<file path="src/rtl/boost_pkg.sv">
package boost_pkg;
  typedef enum logic {
    MODE_ACTIVE  = 1'b0,
    MODE_STANDBY = 1'b1
  } mode_e;

  typedef enum logic {
    FREQ_FAST = 1'b0,
    FREQ_SLOW = 1'b1
  } freq_e;
endpackage

</file>
<file path="src/rtl/boost_sync.sv">
module boost_sync #(
  parameter int W      = 1,
  parameter int STAGES = 2
) (
  input  logic         clk,
  input  logic         rst,
  input  logic [W-1:0] d_i,
  output logic [W-1:0] q_o
);
  logic [W-1:0] stage_q [STAGES];

  always_ff @(posedge clk) begin
    if (rst) stage_q[0] <= '0;
    else     stage_q[0] <= d_i;
  end

  for (genvar s = 1; s < STAGES; s++) begin : g_stage
    always_ff @(posedge clk) begin
      if (rst) stage_q[s] <= '0;
      else     stage_q[s] <= stage_q[s-1];
    end
  end

  assign q_o = stage_q[STAGES-1];
endmodule

</file>
<file path="src/rtl/boost_tick_gen.sv">
module boost_tick_gen
  import boost_pkg::*;
#(
  parameter int FAST_DIV = 20
) (
  input  logic  clk,
  input  logic  rst,
  input  logic  slow_s_i,
  input  mode_e mode_i,
  input  freq_e freq_i,
  input  logic  auto_en_i,
  output logic  tick_o
);
  localparam int DW = (FAST_DIV > 1) ? $clog2(FAST_DIV) : 1;
  localparam logic [DW-1:0] DIV_LAST = DW'(FAST_DIV - 1);

  logic [DW-1:0] div_q;
  logic          slow_prev_q;
  logic          rise, fall, div_wrap;

  always_ff @(posedge clk) begin
    if (rst) begin
      div_q       <= '0;
      slow_prev_q <= 1'b0;
    end else begin
      slow_prev_q <= slow_s_i;
      div_q       <= (div_q == DIV_LAST) ? '0 : div_q + 1'b1;
    end
  end

  assign rise     = slow_s_i & ~slow_prev_q;
  assign fall     = ~slow_s_i & slow_prev_q;
  assign div_wrap = (div_q == DIV_LAST);

  always_comb begin
    if (mode_i == MODE_ACTIVE)
      tick_o = (freq_i == FREQ_FAST) ? div_wrap : rise;
    else
      tick_o = auto_en_i & (rise | fall);
  end
endmodule

</file>
<file path="src/rtl/boost_pulse_gen.sv">
module boost_pulse_gen #(
  parameter int LEN_W = 8
) (
  input  logic             clk,
  input  logic             rst,
  input  logic             tick_i,
  input  logic             cmp_s_i,
  input  logic [LEN_W-1:0] len_i,
  output logic             sw_o,
  output logic             busy_o,
  output logic             hit_o
);
  logic [LEN_W-1:0] cnt_q;
  logic [LEN_W-1:0] eff_len;
  logic             start;

  assign busy_o  = (cnt_q != '0);
  assign eff_len = (len_i == '0) ? LEN_W'(1) : len_i;
  assign start   = tick_i & cmp_s_i & ~busy_o;

  always_ff @(posedge clk) begin
    if (rst) begin
      cnt_q <= '0;
      sw_o  <= 1'b0;
      hit_o <= 1'b0;
    end else begin
      if (start) begin
        cnt_q <= eff_len;
        sw_o  <= 1'b1;
      end else if (busy_o) begin
        cnt_q <= cnt_q - 1'b1;
        sw_o  <= (cnt_q > LEN_W'(1));
      end
      if (tick_i) hit_o <= start;
    end
  end

  // a pulse that begins is reported as a hit at the same edge
  p_hit_on_start_r9: assert property (@(posedge clk) disable iff (rst)
    $rose(sw_o) |-> hit_o);

  // while more than one cycle of the pulse remains, the drive stays high
  p_width_hold_r6: assert property (@(posedge clk) disable iff (rst)
    (cnt_q > LEN_W'(1)) |=> sw_o);
endmodule

</file>
<file path="src/rtl/boost_pulse_ctrl.sv">
module boost_pulse_ctrl
  import boost_pkg::*;
#(
  parameter int FAST_DIV = 20,
  parameter int LEN_W    = 8
) (
  input  logic             clk,
  input  logic             rst,
  input  logic             slow_clk_i,
  input  logic             cmp_low_i,
  input  logic             mode_req_i,
  input  logic             freq_req_i,
  input  logic             auto_en_i,
  input  logic             hib_i,
  input  logic [LEN_W-1:0] pulse_len_i,
  output logic             sw_drive_o,
  output logic             mode_o,
  output logic             freq_o,
  output logic             pulse_hit_o
);
  mode_e       mode_q;
  freq_e       freq_q;
  logic [1:0]  sync_q;
  logic        tick, busy;

  boost_sync #(.W(2), .STAGES(2)) u_sync (
    .clk (clk),
    .rst (rst),
    .d_i ({cmp_low_i, slow_clk_i}),
    .q_o (sync_q)
  );

  always_ff @(posedge clk) begin
    if (rst) begin
      mode_q <= MODE_STANDBY;
      freq_q <= FREQ_SLOW;
    end else if (!busy) begin
      mode_q <= (hib_i || mode_req_i) ? MODE_STANDBY : MODE_ACTIVE;
      freq_q <= freq_req_i ? FREQ_SLOW : FREQ_FAST;
    end
  end

  boost_tick_gen #(.FAST_DIV(FAST_DIV)) u_tick (
    .clk       (clk),
    .rst       (rst),
    .slow_s_i  (sync_q[0]),
    .mode_i    (mode_q),
    .freq_i    (freq_q),
    .auto_en_i (auto_en_i),
    .tick_o    (tick)
  );

  boost_pulse_gen #(.LEN_W(LEN_W)) u_pulse (
    .clk     (clk),
    .rst     (rst),
    .tick_i  (tick),
    .cmp_s_i (sync_q[1]),
    .len_i   (pulse_len_i),
    .sw_o    (sw_drive_o),
    .busy_o  (busy),
    .hit_o   (pulse_hit_o)
  );

  assign mode_o = mode_q;
  assign freq_o = freq_q;

  // hibernate seen while idle leaves the block in standby
  p_hib_standby_r5: assert property (@(posedge clk) disable iff (rst)
    (hib_i && !sw_drive_o) |=> mode_o);

  // a pulse begins only if the comparator was high three edges earlier
  p_cmp_gate_r4: assert property (@(posedge clk) disable iff (rst)
    $rose(sw_drive_o) |-> $past(cmp_low_i, 3));

  // applied mode and frequency are frozen during a pulse
  p_mode_hold_r7: assert property (@(posedge clk) disable iff (rst)
    sw_drive_o |=> ($stable(mode_o) && $stable(freq_o)));

  // standby without automatic pulse mode never starts a pulse
  p_standby_idle_r10: assert property (@(posedge clk) disable iff (rst)
    (mode_o && !auto_en_i && !sw_drive_o) |=> !sw_drive_o);
endmodule

</file>
<file path="config.mk">
export PLATFORM = sky130hd
export DESIGN_NAME = boost_pulse_ctrl
export DESIGN_NICKNAME = d
export VERILOG_FILES = /design/src/rtl/boost_pkg.sv /design/src/rtl/boost_sync.sv /design/src/rtl/boost_tick_gen.sv /design/src/rtl/boost_pulse_gen.sv /design/src/rtl/boost_pulse_ctrl.sv
export SDC_FILE = /design/constraint.sdc
export NUM_CORES = 1
export LEC_CHECK = 0
export BUFFER_PORTS_ARGS = -buffer_cell sky130_fd_sc_hd__buf_2
export CAP_MARGIN = 20
export CORE_AREA = 2 2 51 53
export CTS_CLUSTER_DIAMETER = 50
export DETAILED_ROUTE_END_ITERATION = 12
export DIE_AREA = 0 0 53 55
export PLACE_DENSITY_LB_ADDON = 0.12
export SYNTH_ARGS = -nofsm -noshare
export SYNTH_HDL_FRONTEND = slang
export SYNTH_SLANG_ARGS = --single-unit
export TNS_END_PERCENT = 10
</file>
<file path="constraint.sdc">
create_clock -name clk -period 1.6 [get_ports clk]
set_input_delay 0.16 -clock clk [delete_from_list [all_inputs] [get_ports clk]]
set_output_delay 0.16 -clock clk [all_outputs]
set_load 0.01 [all_outputs]
</file>
==> run metrics, run 1 <==
run status=completed; Mapped Cells=118; Layout Cells excl Fill=approximately 180; number of global-route vias before repair=roughly 900; Post-synth ARST share=0%; EDFF count, synth=0; Core Util, Final=57.7%; post-synthesis cell type count=40; Final Net Count=174; Mean Syn Cell Area=9.11 µm²; Routed Antenna Nets=0; Congestion Overflow GR=0; Port Buffers=19; Core Rows=18; num ports=20; Core ar.=2360 µm²; Critical Path RT=1.83 ns; number of vias per cell=5.31; antenna violations before repair=0; layout cells sized above 1=between 30% and 40%; Die Y=55 µm; max-slew violation count=0; Worst path max stage delay=0.34 ns; area delta synth->final=26.9%; worst-path cell chain=ha_1 > and4bb_2 > a211o_1 > or3_1 > a31oi_1; Mapped Area=1070 µm²; r2r setup slk=~0.0081 ns; fill cell count=222; HPWL Detailed=1680 µm; overall power=2.16 mW; Routed WL=2310 µm; initial core utilization=between 40% and 50%; clk buf depth=2; VDD IR max=1130 µV; path type of the worst min-delay path=in -> reg; DR DRC count=0; Starting DRT DRC Count=17; first-pass GRT wire length=3780 µm; first-pass detailed-route iteration total=4; Final Hold Viols=0; Cells after DPL=178; Final setup viols=0; Placer Congestion=0.840; slowest stage cell, crit path=dfxtp_1; average wire per standard cell=roughly 13 µm; skew final=0.00435 ns; CTS tree=built; Synth warnings=0; max-cap viol count=0; pwr/cell area=about 1600 nW/µm²; CTS HTree Levels=1; fmax=628 MHz; Clk pin slew, worst setup/hold paths=roughly 0.11 ns; final worst path period share=99.5%; Die W=about 53 µm; main flop type after synthesis=dfxtp_1; total clock buffers created by CTS=3; Antenna Cells=0; CP max FO=3; Vias=966; RSZ-0062 raised after global routing=yes; worst skew pair latency=0.30 ns; total track usage=approximately 18%; CTS sink count=22; Rel. slew slack=73.8%; P_leak=approximately 0.57 nW; Synth Register Bits=22; Mapped Nets=~140; Crit. End Element=register; Final min period=1.59 ns; Worst Tran Pin Value=0.392 ns; largest net degree at the start of global routing=23; sequential share of the synthesized area=a little over 40%; kind of critical path=reg -> reg; Clk Tree Root Cell=clkbuf_4; DIE AREA=2920 µm²; CP startpoint kind=register; CP arrival=~1.8 ns
## critical path: cells and delay by family, from the launching register on
family / cells / cell delay [ns]
simple gates: 2 / 0.55
fa+ha+maj: 1 / 0.21
flops: 1 / 0.34
compound gates: 2 / 0.43
## cell type report
type | count | area (µm²) | area share, %
Multi-Input combinational cell | 86 | 614 | 45.0
Sequential cell | 22 | 442 | 32.4
Timing Repair Buffer | 35 | 215 | 15.8
Tap cell | 30 | 37.5 | 2.75
Clock buffer | 4 | 36.3 | 2.66
Inverter | 5 | 18.8 | 1.38
## routing by layer
layer  vias up  track usage, %  part of all wire [%]
met2        17            28.7                    50
met5         -               0                     0
met3         2            3.23                   3.1
met4         0            6.41                  0.61
met1       453            23.3                    47
li1        494               -                     -
## final timing paths
check        cells past startpoint                        from                              end
max                              5  u_tick.div_q[0]$_SDFF_PP0_    u_pulse.cnt_q[0]$_SDFFE_PP0P_
min                              2                   cmp_low_i  u_sync.stage_q[0][1]$_SDFF_PP0_
max reg2reg                      5  u_tick.div_q[0]$_SDFF_PP0_    u_pulse.cnt_q[0]$_SDFFE_PP0P_
min reg2reg                      1  u_tick.div_q[0]$_SDFF_PP0_       u_tick.div_q[0]$_SDFF_PP0_
## placed cells by master (no fill, tap or decap), types with 2 or more instances in the layout
master	count
nor3_1	4
xnor2_1	2
o211ai_1	2
nand2_1	8
nand3b_1	3
xor2_1	2
o21ai_1	2
nor2_1	4
a21o_1	2
nor2b_1	5
nor4_1	3
buf_4	16
a21oi_1	9
o21ai_0	3
nor3b_1	3
nor3b_2	2
dfxtp_1	21
or4_4	2
nand3_1	5
and4b_1	2
buf_2	19
ha_1	4
inv_1	5
clkbuf_4	3
## repair_timing
action | in CTS | in global routing
hold endpoints to repair | 0 | 0
setup endpoints to repair | 3 | 12
resized for setup | 2 | 7
hold buffers | 0 | 0
pin swaps | 1 | 2
buffers inserted | 0 | 0
## where the power goes
part	internal (mW)	switching (mW)	total, mW
Clock	0.139	0.157	0.296
Sequential	0.660	0.118	0.778
Combinational	0.586	0.498	1.08
Total	1.38	0.773	2.16
## flip-flops by register name, summed over array words and instances, names as in the netlist
register and cells:
u_tick.slow_prev_q 1, u_pulse.hit_o 1, u_pulse.cnt_q 8, u_pulse.sw_o 1
u_sync.stage_q 4, freq_o 1, u_tick.div_q 5, mode_o 1
## cell families after synthesis
group	share of synthesized area, %
simple gates	27.9
compound gates	17.3
flops	41.0
buf+inv	3.73
fa+ha+maj	5.82
xor+xnor	3.26
mux	0.931
## stage by stage
step	cell area [µm²]	hold WS, ns	setup WS [ns]	TNS [ns]
floorplan	1070	0.232	0.0437	0
global placement	1310	0.373	0.0234	0
detailed placement	1310	0.378	-0.0162	-0.0296
CTS	1350	0.0618	0.00128	0
global route	1360	0.0514	-0.0854	-0.308
finish	1360	0.0692	0.00814	0
## Yosys cell counts (3+ instances only)
cell type / instances / area [µm²]
inv_1: 5 / 18.8
nand3b_1: 3 / 22.5
nor2b_1: 5 / 31.3
a21oi_1: 10 / 50.1
nor3b_1: 5 / 37.5
nor3_1: 4 / 20.0
nor2_1: 4 / 15.0
o21ai_0: 5 / 25.0
nand3_1: 5 / 25.0
ha_1: 5 / 62.6
dfxtp_1: 22 / 440
nor4_1: 3 / 18.8
nand2_1: 8 / 30.0
Power figures use the tool's default switching activity.
==> run 2, diff against run 1 <==
CORE_AREA = 2 2 50 52   (was 2 2 51 53)
DIE_AREA = 0 0 52 54   (was 0 0 53 55)
SYNTH_HIERARCHICAL = 1   (was default)
==> run 2 against run 1 <==
The flow now finishes with violations (negative setup slack). Setup slack worse by 0.019 ns. Sequential share of layout area rose by 0.70 points. Clock skew rose by 0.00095 ns. Cell count decreased by 1.6%. Critical path type unchanged. Critical endpoint is now u_pulse/cnt_q[4]$_SDFFE_PP0P_.
==> run metrics, run 2 <==
Setup Slack @ Placement=-0.0939 ns (was -0.0162 ns); Compound-Gate Fraction of Synth Area=13.6% (was 17.3%); final hold slack=0.0478 ns (was 0.0692 ns); CP max FO=6 (was 3); failing checks=negative setup slack; post-synthesis mux area share=1.90% (was 0.931%); worst r2r src=u_tick/div_q[1]$_SDFF_PP0_ (was u_tick.div_q[0]$_SDFF_PP0_); Port Buffers=19 (unchanged); Core ar.=2320 µm² (was 2360 µm²); Hold Path Origin=slow_clk_i (was cmp_low_i); leading cell type in the layout, fill and taps excluded=dfxtp_1 (unchanged); Synth warnings=6 (was 0); final worst path period share=101% (was 99.5%); Congestion Overflow GR=0 (unchanged); pwr/cell area=1650 nW/µm² (was 1580 nW/µm²); r2r setup slk=-0.01 ns (was 0.008 ns); adder-cell area share of the yosys netlist=5.93% (was 5.82%); Die W=52 µm (was 53 µm); layout cells sized above 1=34.2% (was 32.9%); Synth Register Bits=22 (unchanged); Final min period=1.61 ns (was 1.59 ns); num ports=20 (unchanged); kind of critical path=reg -> reg (unchanged); r2r endpoint=u_pulse/cnt_q[4]$_SDFFE_PP0P_ (was u_pulse.cnt_q[0]$_SDFFE_PP0P_); Core Util, Final=57.7% (about the same); main combinational cell family by area after synthesis=simple AND/OR/NAND/NOR gates (unchanged); HPWL Detailed=1760 µm (was 1680 µm); path type of the worst min-delay path=in -> reg (unchanged); Clk Tree Root Cell=clkbuf_4 (unchanged); commonest non-fill, non-tap cells in the layout=dfxtp_1, buf_2, buf_4 (unchanged); max-slew violation count=0 (unchanged); Setup TNS=-0.0193 ns (was 0 ns); sequential share of the synthesized area=41.8% (was 41.0%); Layout Cells excl Fill=179 (was 182); simple-gate share of the synthesized area=29.5% (was 27.9%); Post-synth ARST share=0% (unchanged); clk buf depth=2 (unchanged); CTS sink count=22 (unchanged); Core Rows=18 (unchanged); antenna violations before repair=0 (unchanged); FF-to-FF path depth=8 (was 5); Mean Syn Cell Area=9.09 µm² (was 9.11 µm²); total track usage=19.2% (was 17.6%); DR DRC count=0 (unchanged); RSZ-0062 raised after global routing=yes (unchanged); max-cap viol count=0 (unchanged); Final Net Count=171 (was 174); Worst Tran Pin Value=0.390 ns (was 0.392 ns); Vias=935 (was 966); largest net degree at the start of global routing=21 (was 23); average wire per standard cell=13.2 µm (was 12.7 µm); VDD IR max=889 µV (was 1130 µV); Mapped Area=1050 µm² (was 1070 µm²); post-synth top area share=41.8% (was 41.0%); hold path cells=2 (unchanged); WHS Endpoint=u_sync/stage_q[0][0]$_SDFF_PP0_ (was u_sync.stage_q[0][1]$_SDFF_PP0_); Rel. slew slack=74.0% (was 73.8%); first-pass detailed-route iteration total=4 (unchanged); synth top area cells=dfxtp_1, ha_1, a21oi_1 (unchanged); number of global-route vias before repair=894 (was 886); main flop type after synthesis=dfxtp_1 (unchanged); Routed WL=2360 µm (was 2310 µm); post-synthesis cell type count=38 (was 40); overall power=2.21 mW (was 2.16 mW); run status=complete, but fails checks (was completed); Synth area leader=dfxtp_1 (unchanged); Antenna Cells=0 (unchanged); Mapped Nets=137 (was 139); CTS HTree Levels=1 (unchanged); Final setup viols=2 (was 0); Routed Antenna Nets=0 (unchanged); EDFF count, synth=0 (unchanged); worst skew pair latency=0.31 ns (was 0.30 ns); Crit. End Element=register (unchanged); initial core utilization=45.5% (was 45.4%); top post-synthesis cells by count=dfxtp_1, nor2_1, a21oi_1 (was dfxtp_1, a21oi_1, nand2_1); first-pass GRT wire length=3880 µm (was 3780 µm); Die Y=54 µm (was 55 µm); Starting DRT DRC Count=6 (was 17); most frequent cell after synthesis=dfxtp_1 (unchanged); Mapped Cells=116 (was 118); hold buffer count at cts=0 (unchanged); post-synthesis xor/xnor area fraction=3.32% (was 3.26%); total clock buffers created by CTS=3 (unchanged); DIE AREA=2810 µm² (was 2920 µm²); number of flip-flops in the largest register=8 (unchanged); Critical Path RT=1.85 ns (was 1.83 ns); most flop-heavy register=u_pulse/cnt_q (was u_pulse.cnt_q); Placer Congestion=0.853 (was 0.840); Final Hold Viols=0 (unchanged); Clk pin slew, worst setup/hold paths=0.13 ns (was 0.11 ns); P_leak=0.562 nW (was 0.573 nW); Post-DP Area=1290 µm² (was 1310 µm²); CTS tree=built (unchanged); CP startpoint kind=register (unchanged); number of vias per cell=5.22 (was 5.31); cell area after layout=1340 µm² (was 1360 µm²); Cells after DPL=174 (was 178); CP arrival=1.86 ns (was 1.82 ns); PnR worst setup slack=-0.0112 ns (was 0.00814 ns); fmax=621 MHz (was 628 MHz); Largest regs=u_pulse/cnt_q: 8 flops, u_tick/div_q: 5 flops, u_sync/stage_q: 4 flops (was u_pulse.cnt_q: 8 flops, u_tick.div_q: 5 flops, u_sync.stage_q: 4 flops); area delta synth->final=26.9% (about the same); skew final=0.00530 ns (was 0.00435 ns)
## run 2: cell types whose count changed in the layout (fill, tap and decap cells not counted), moves of 3 or more
cell | before | now
buf_4 | 16 | 12
inv_1 | 5 | 8
nand3_1 | 5 | 2
nor2_1 | 4 | 11
nor4_1 | 3 | 0
## run 2: cell type report
| cell class | instances | area [µm²] |
|---|---|---|
| inverters | 8 | 30.0 |
| multi-input cells | 84 | 607 |
| repair buffers | 31 | 185 |
| flip-flops and latches | 22 | 443 |
| fillers | 216 | 981 |
| clock buffers | 4 | 36.3 |
| well taps | 30 | 37.5 |
## run 2: metal layers
metal	vias up	wire length, µm	track usage, %	share of wire (%)
met5	-	0	0	0
met4	0	25	6.58	1.1
met2	24	1170	35.0	50
li1	473	-	-	-
met3	4	98	3.33	4.1
met1	434	1070	22.5	45
## run 2: critical path, stage by stage (launching register included)
cell and delay, ns:
dfxtp_2 0.37, ha_4 0.13, and4bb_1 0.21, nand2b_1 0.07, a22oi_2 0.17, and2_4 0.18
and3_4 0.22, a32oi_1 0.07, a21oi_1 0.13
## run 2: power breakdown
part           internal, mW  switching [mW]
clock network         0.139           0.173
logic                 0.522           0.559
registers             0.680           0.135
total                  1.34           0.867
## run 2: how the worst max path moves through the flow
stage                                          to                        from  cells past startpoint  slack, ns
finish              u_pulse/cnt_q[4]$_SDFFE_PP0P_  u_tick/div_q[1]$_SDFF_PP0_                      8      -0.01
global route        u_pulse/cnt_q[4]$_SDFFE_PP0P_  u_tick/div_q[1]$_SDFF_PP0_                      8      -0.14
CTS                 u_pulse/cnt_q[7]$_SDFFE_PP0P_  u_tick/div_q[1]$_SDFF_PP0_                      8      -0.01
detailed placement  u_pulse/cnt_q[7]$_SDFFE_PP0P_  u_tick/div_q[1]$_SDFF_PP0_                      8      -0.09
global placement    u_pulse/cnt_q[7]$_SDFFE_PP0P_  u_tick/div_q[1]$_SDFF_PP0_                      8      -0.03
floorplan           u_pulse/cnt_q[4]$_SDFFE_PP0P_  u_tick/div_q[1]$_SDFF_PP0_                      9      -0.03
## run 2: cell families after synthesis
family | count (synthesis)
xor gates and xnor gates | 4
DFF | 22
buffers and inverters | 10
muxes | 2
AOI/OAI and AO/OA | 23
and+or+nand+nor | 50
adders and majority gates | 5
## run 2: repair_timing
item	in CTS	in global routing
pin swaps	4	2
buffers inserted	1	0
resized for setup	1	1
gates cloned	0	0
endpoints found under the setup margin	6	11
==> run 3, diff against run 2 <==
PLACE_DENSITY = 0.72   (was default)
PLACE_DENSITY_LB_ADDON = default   (was 0.12)
==> run 3 against run 2 <==
The run still ends with negative setup slack left. Cell count grew 1.1%. Maximum frequency shrank 1.9%. Count of clock-buffer cells in the layout is the same. Via count grew 1.9%. Setup slack lost 0.032 ns. Power grew 0.51%. Wire length grew 1.1%. First-iteration DRC count grew to 2.7 times the previous value. Utilization grew 1.1 points. Clock skew shrank 0.0028 ns. Hold slack gained 0.012 ns. Highest routed layer unchanged.
==> run metrics, run 3 (synthesis gave the netlist of run 2 again) <==
layout cells sized above 1=37.1% (was 34.2%); CP startpoint kind=register (unchanged); Critical Path RT=1.83 ns (was 1.85 ns); first-pass GRT wire length=3910 µm (was 3880 µm); average wire per standard cell=13.2 µm (about the same); Core Rows=18 (unchanged); P_leak=0.575 nW (was 0.562 nW); Crit. End Element=register (unchanged); total clock buffers created by CTS=3 (unchanged); CTS tree=built (unchanged); Congestion Overflow GR=0 (unchanged); Crit path max-delay family=simple AND/OR/NAND/NOR gates (unchanged); Routed WL=2390 µm (was 2360 µm); Final min period=1.64 ns (was 1.61 ns); Worst path max stage delay=0.37 ns (about the same); Clk Tree Root Cell=clkbuf_4 (unchanged); WP buf/inv=0 (unchanged); number of vias per cell=5.27 (was 5.22); leading cell type in the layout, fill and taps excluded=dfxtp_1 (unchanged); M2 GR Usage=32.9% (was 35.0%); DIE AREA=2810 µm² (unchanged); commonest non-fill, non-tap cells in the layout=dfxtp_1, buf_2, buf_4 (unchanged); Final Net Count=173 (was 171); Core Util, Final=58.8% (was 57.7%); DR DRC count=0 (unchanged); Port Buffers=19 (unchanged); Final Hold Viols=0 (unchanged); Clk pin slew, worst setup/hold paths=0.12 ns (was 0.13 ns); Vias=953 (was 935); skew final=0.00247 ns (was 0.00530 ns); total track usage=19.2% (about the same); met1 usage=23.6% (was 22.5%); max-cap viol count=0 (unchanged); CP max FO=6 (unchanged); VDD IR max=781 µV (was 889 µV); RSZ-0062 raised after global routing=yes (unchanged); path type of the worst min-delay path=in -> reg (unchanged); Worst Tran Pin Value=0.405 ns (was 0.390 ns); worst-path cell chain=ha_4 > and4bb_1 > nand2b_1 > a22oi_2 > and2_4 > and3_4 > o21ai_2 > a31oi_1 (was ha_4 > and4bb_1 > nand2b_1 > a22oi_2 > and2_4 > and3_4 > a32oi_1 > a21oi_1); CTS sink count=22 (unchanged); Antenna Cells=0 (unchanged); fmax=609 MHz (was 621 MHz); Routed Antenna Nets=0 (unchanged); Core ar.=2320 µm² (unchanged); Setup TNS=-0.111 ns (was -0.0193 ns); max-slew violation count=0 (unchanged); most crowded layer after global routing=met2 (unchanged); Placer Congestion=0.898 (was 0.853); Largest regs=u_pulse/cnt_q: 8 flops, u_tick/div_q: 5 flops, u_sync/stage_q: 4 flops (unchanged); Final setup viols=6 (was 2); FF-to-FF path depth=8 (unchanged); area delta synth->final=29.4% (was 26.9%); slowest stage cell, crit path=dfxtp_2 (unchanged); failing checks=negative setup slack (unchanged); number of flip-flops in the largest register=8 (unchanged); overall power=2.22 mW (was 2.21 mW); Die Y=54 µm (unchanged); final worst path period share=103% (was 101%); PnR worst setup slack=-0.0430 ns (was -0.0112 ns); number of global-route vias before repair=909 (was 894); worst skew pair latency=0.30 ns (was 0.31 ns); CP arrival=1.87 ns (was 1.86 ns); HPWL Detailed=1760 µm (about the same); met3 global-route usage=3.06% (was 3.33%); number of cells on the critical path=8 (unchanged); Post-DP Area=1290 µm² (unchanged); antenna violations before repair=0 (unchanged); num ports=20 (unchanged); Starting DRT DRC Count=16 (was 6); pwr/cell area=1630 nW/µm² (was 1650 nW/µm²); Die W=52 µm (unchanged); first-pass detailed-route iteration total=5 (was 4); initial core utilization=45.5% (unchanged); run status=complete, but fails checks (unchanged); cell area after layout=1370 µm² (was 1340 µm²); kind of critical path=reg -> reg (unchanged); largest net degree at the start of global routing=21 (unchanged); most flop-heavy register=u_pulse/cnt_q (unchanged); hold path cells=2 (unchanged); Rel. slew slack=73.0% (was 74.0%); CTS HTree Levels=1 (unchanged); clk buf depth=2 (unchanged)
-- run 3: cell count changes in the layout (fill, tap and decap cells not counted) --
| cell | delta |
|---|---|
| a211oi_1 | -1 |
| nand2_1 | -1 |
| o21ai_0 | -1 |
| buf_4 | +2 |
| nand2_2 | +1 |
| o21ai_2 | +1 |
| a211oi_2 | +1 |
-- run 3: worst reg2reg max path, cell delays in order (launching register included) --
cell and delay (ns):
dfxtp_2 0.37, ha_4 0.13, and4bb_1 0.21, nand2b_1 0.07
a22oi_2 0.20, and2_4 0.17, and3_4 0.22, o21ai_2 0.06
a31oi_1 0.14
-- run 3: worst paths after layout --
check | start | endpoint | slack [ns]
hold reg to reg | u_sync/stage_q[0][0]$_SDFF_PP0_ | u_sync/stage_q[1][0]$_SDFF_PP0_ | 0.46
setup / recovery | u_tick/div_q[1]$_SDFF_PP0_ | u_pulse/cnt_q[0]$_SDFFE_PP0P_ | -0.04
setup reg to reg | u_tick/div_q[1]$_SDFF_PP0_ | u_pulse/cnt_q[0]$_SDFFE_PP0P_ | -0.04
hold / removal | slow_clk_i | u_sync/stage_q[0][0]$_SDFF_PP0_ | 0.06
-- run 3: timing repair --
item | 4_1_cts | 5_1_grt
gates resized for setup | 3 | 3
pin swaps | 5 | 4
setup endpoints to repair | 8 | 12
hold buffers | 0 | 0
setup buffers | 2 | 1
-- run 3: metal layers --
layer	part of all wire [%]	routed length [µm]
met3	3.6	87
met2	51	1210
met4	0.80	19
met1	45	1070
met5	0	0
-- run 3: layout make-up --
class / instances / area, µm²
inverters: 8 / 30.0
fillers: 215 / 955
repair buffers: 33 / 200
multi-input cells: 84 / 618
well taps: 30 / 37.5
clock buffers: 4 / 36.3
flip-flops and latches: 22 / 443
-- run 3: stage by stage --
step	std cells	worst slack (ns)	hold slack, ns
after global routing	181	-0.130	0.0439
after detailed placement	174	-0.0468	0.377
after global placement	174	-0.0239	0.371
after floorplan	116	-0.0346	0.229
after CTS	180	-0.0255	0.0526
final	181	-0.0430	0.0598
-- run 3: where the power goes --
group | switching (mW) | internal [mW]
Sequential | 0.149 | 0.681
Combinational | 0.569 | 0.524
Clock | 0.158 | 0.139
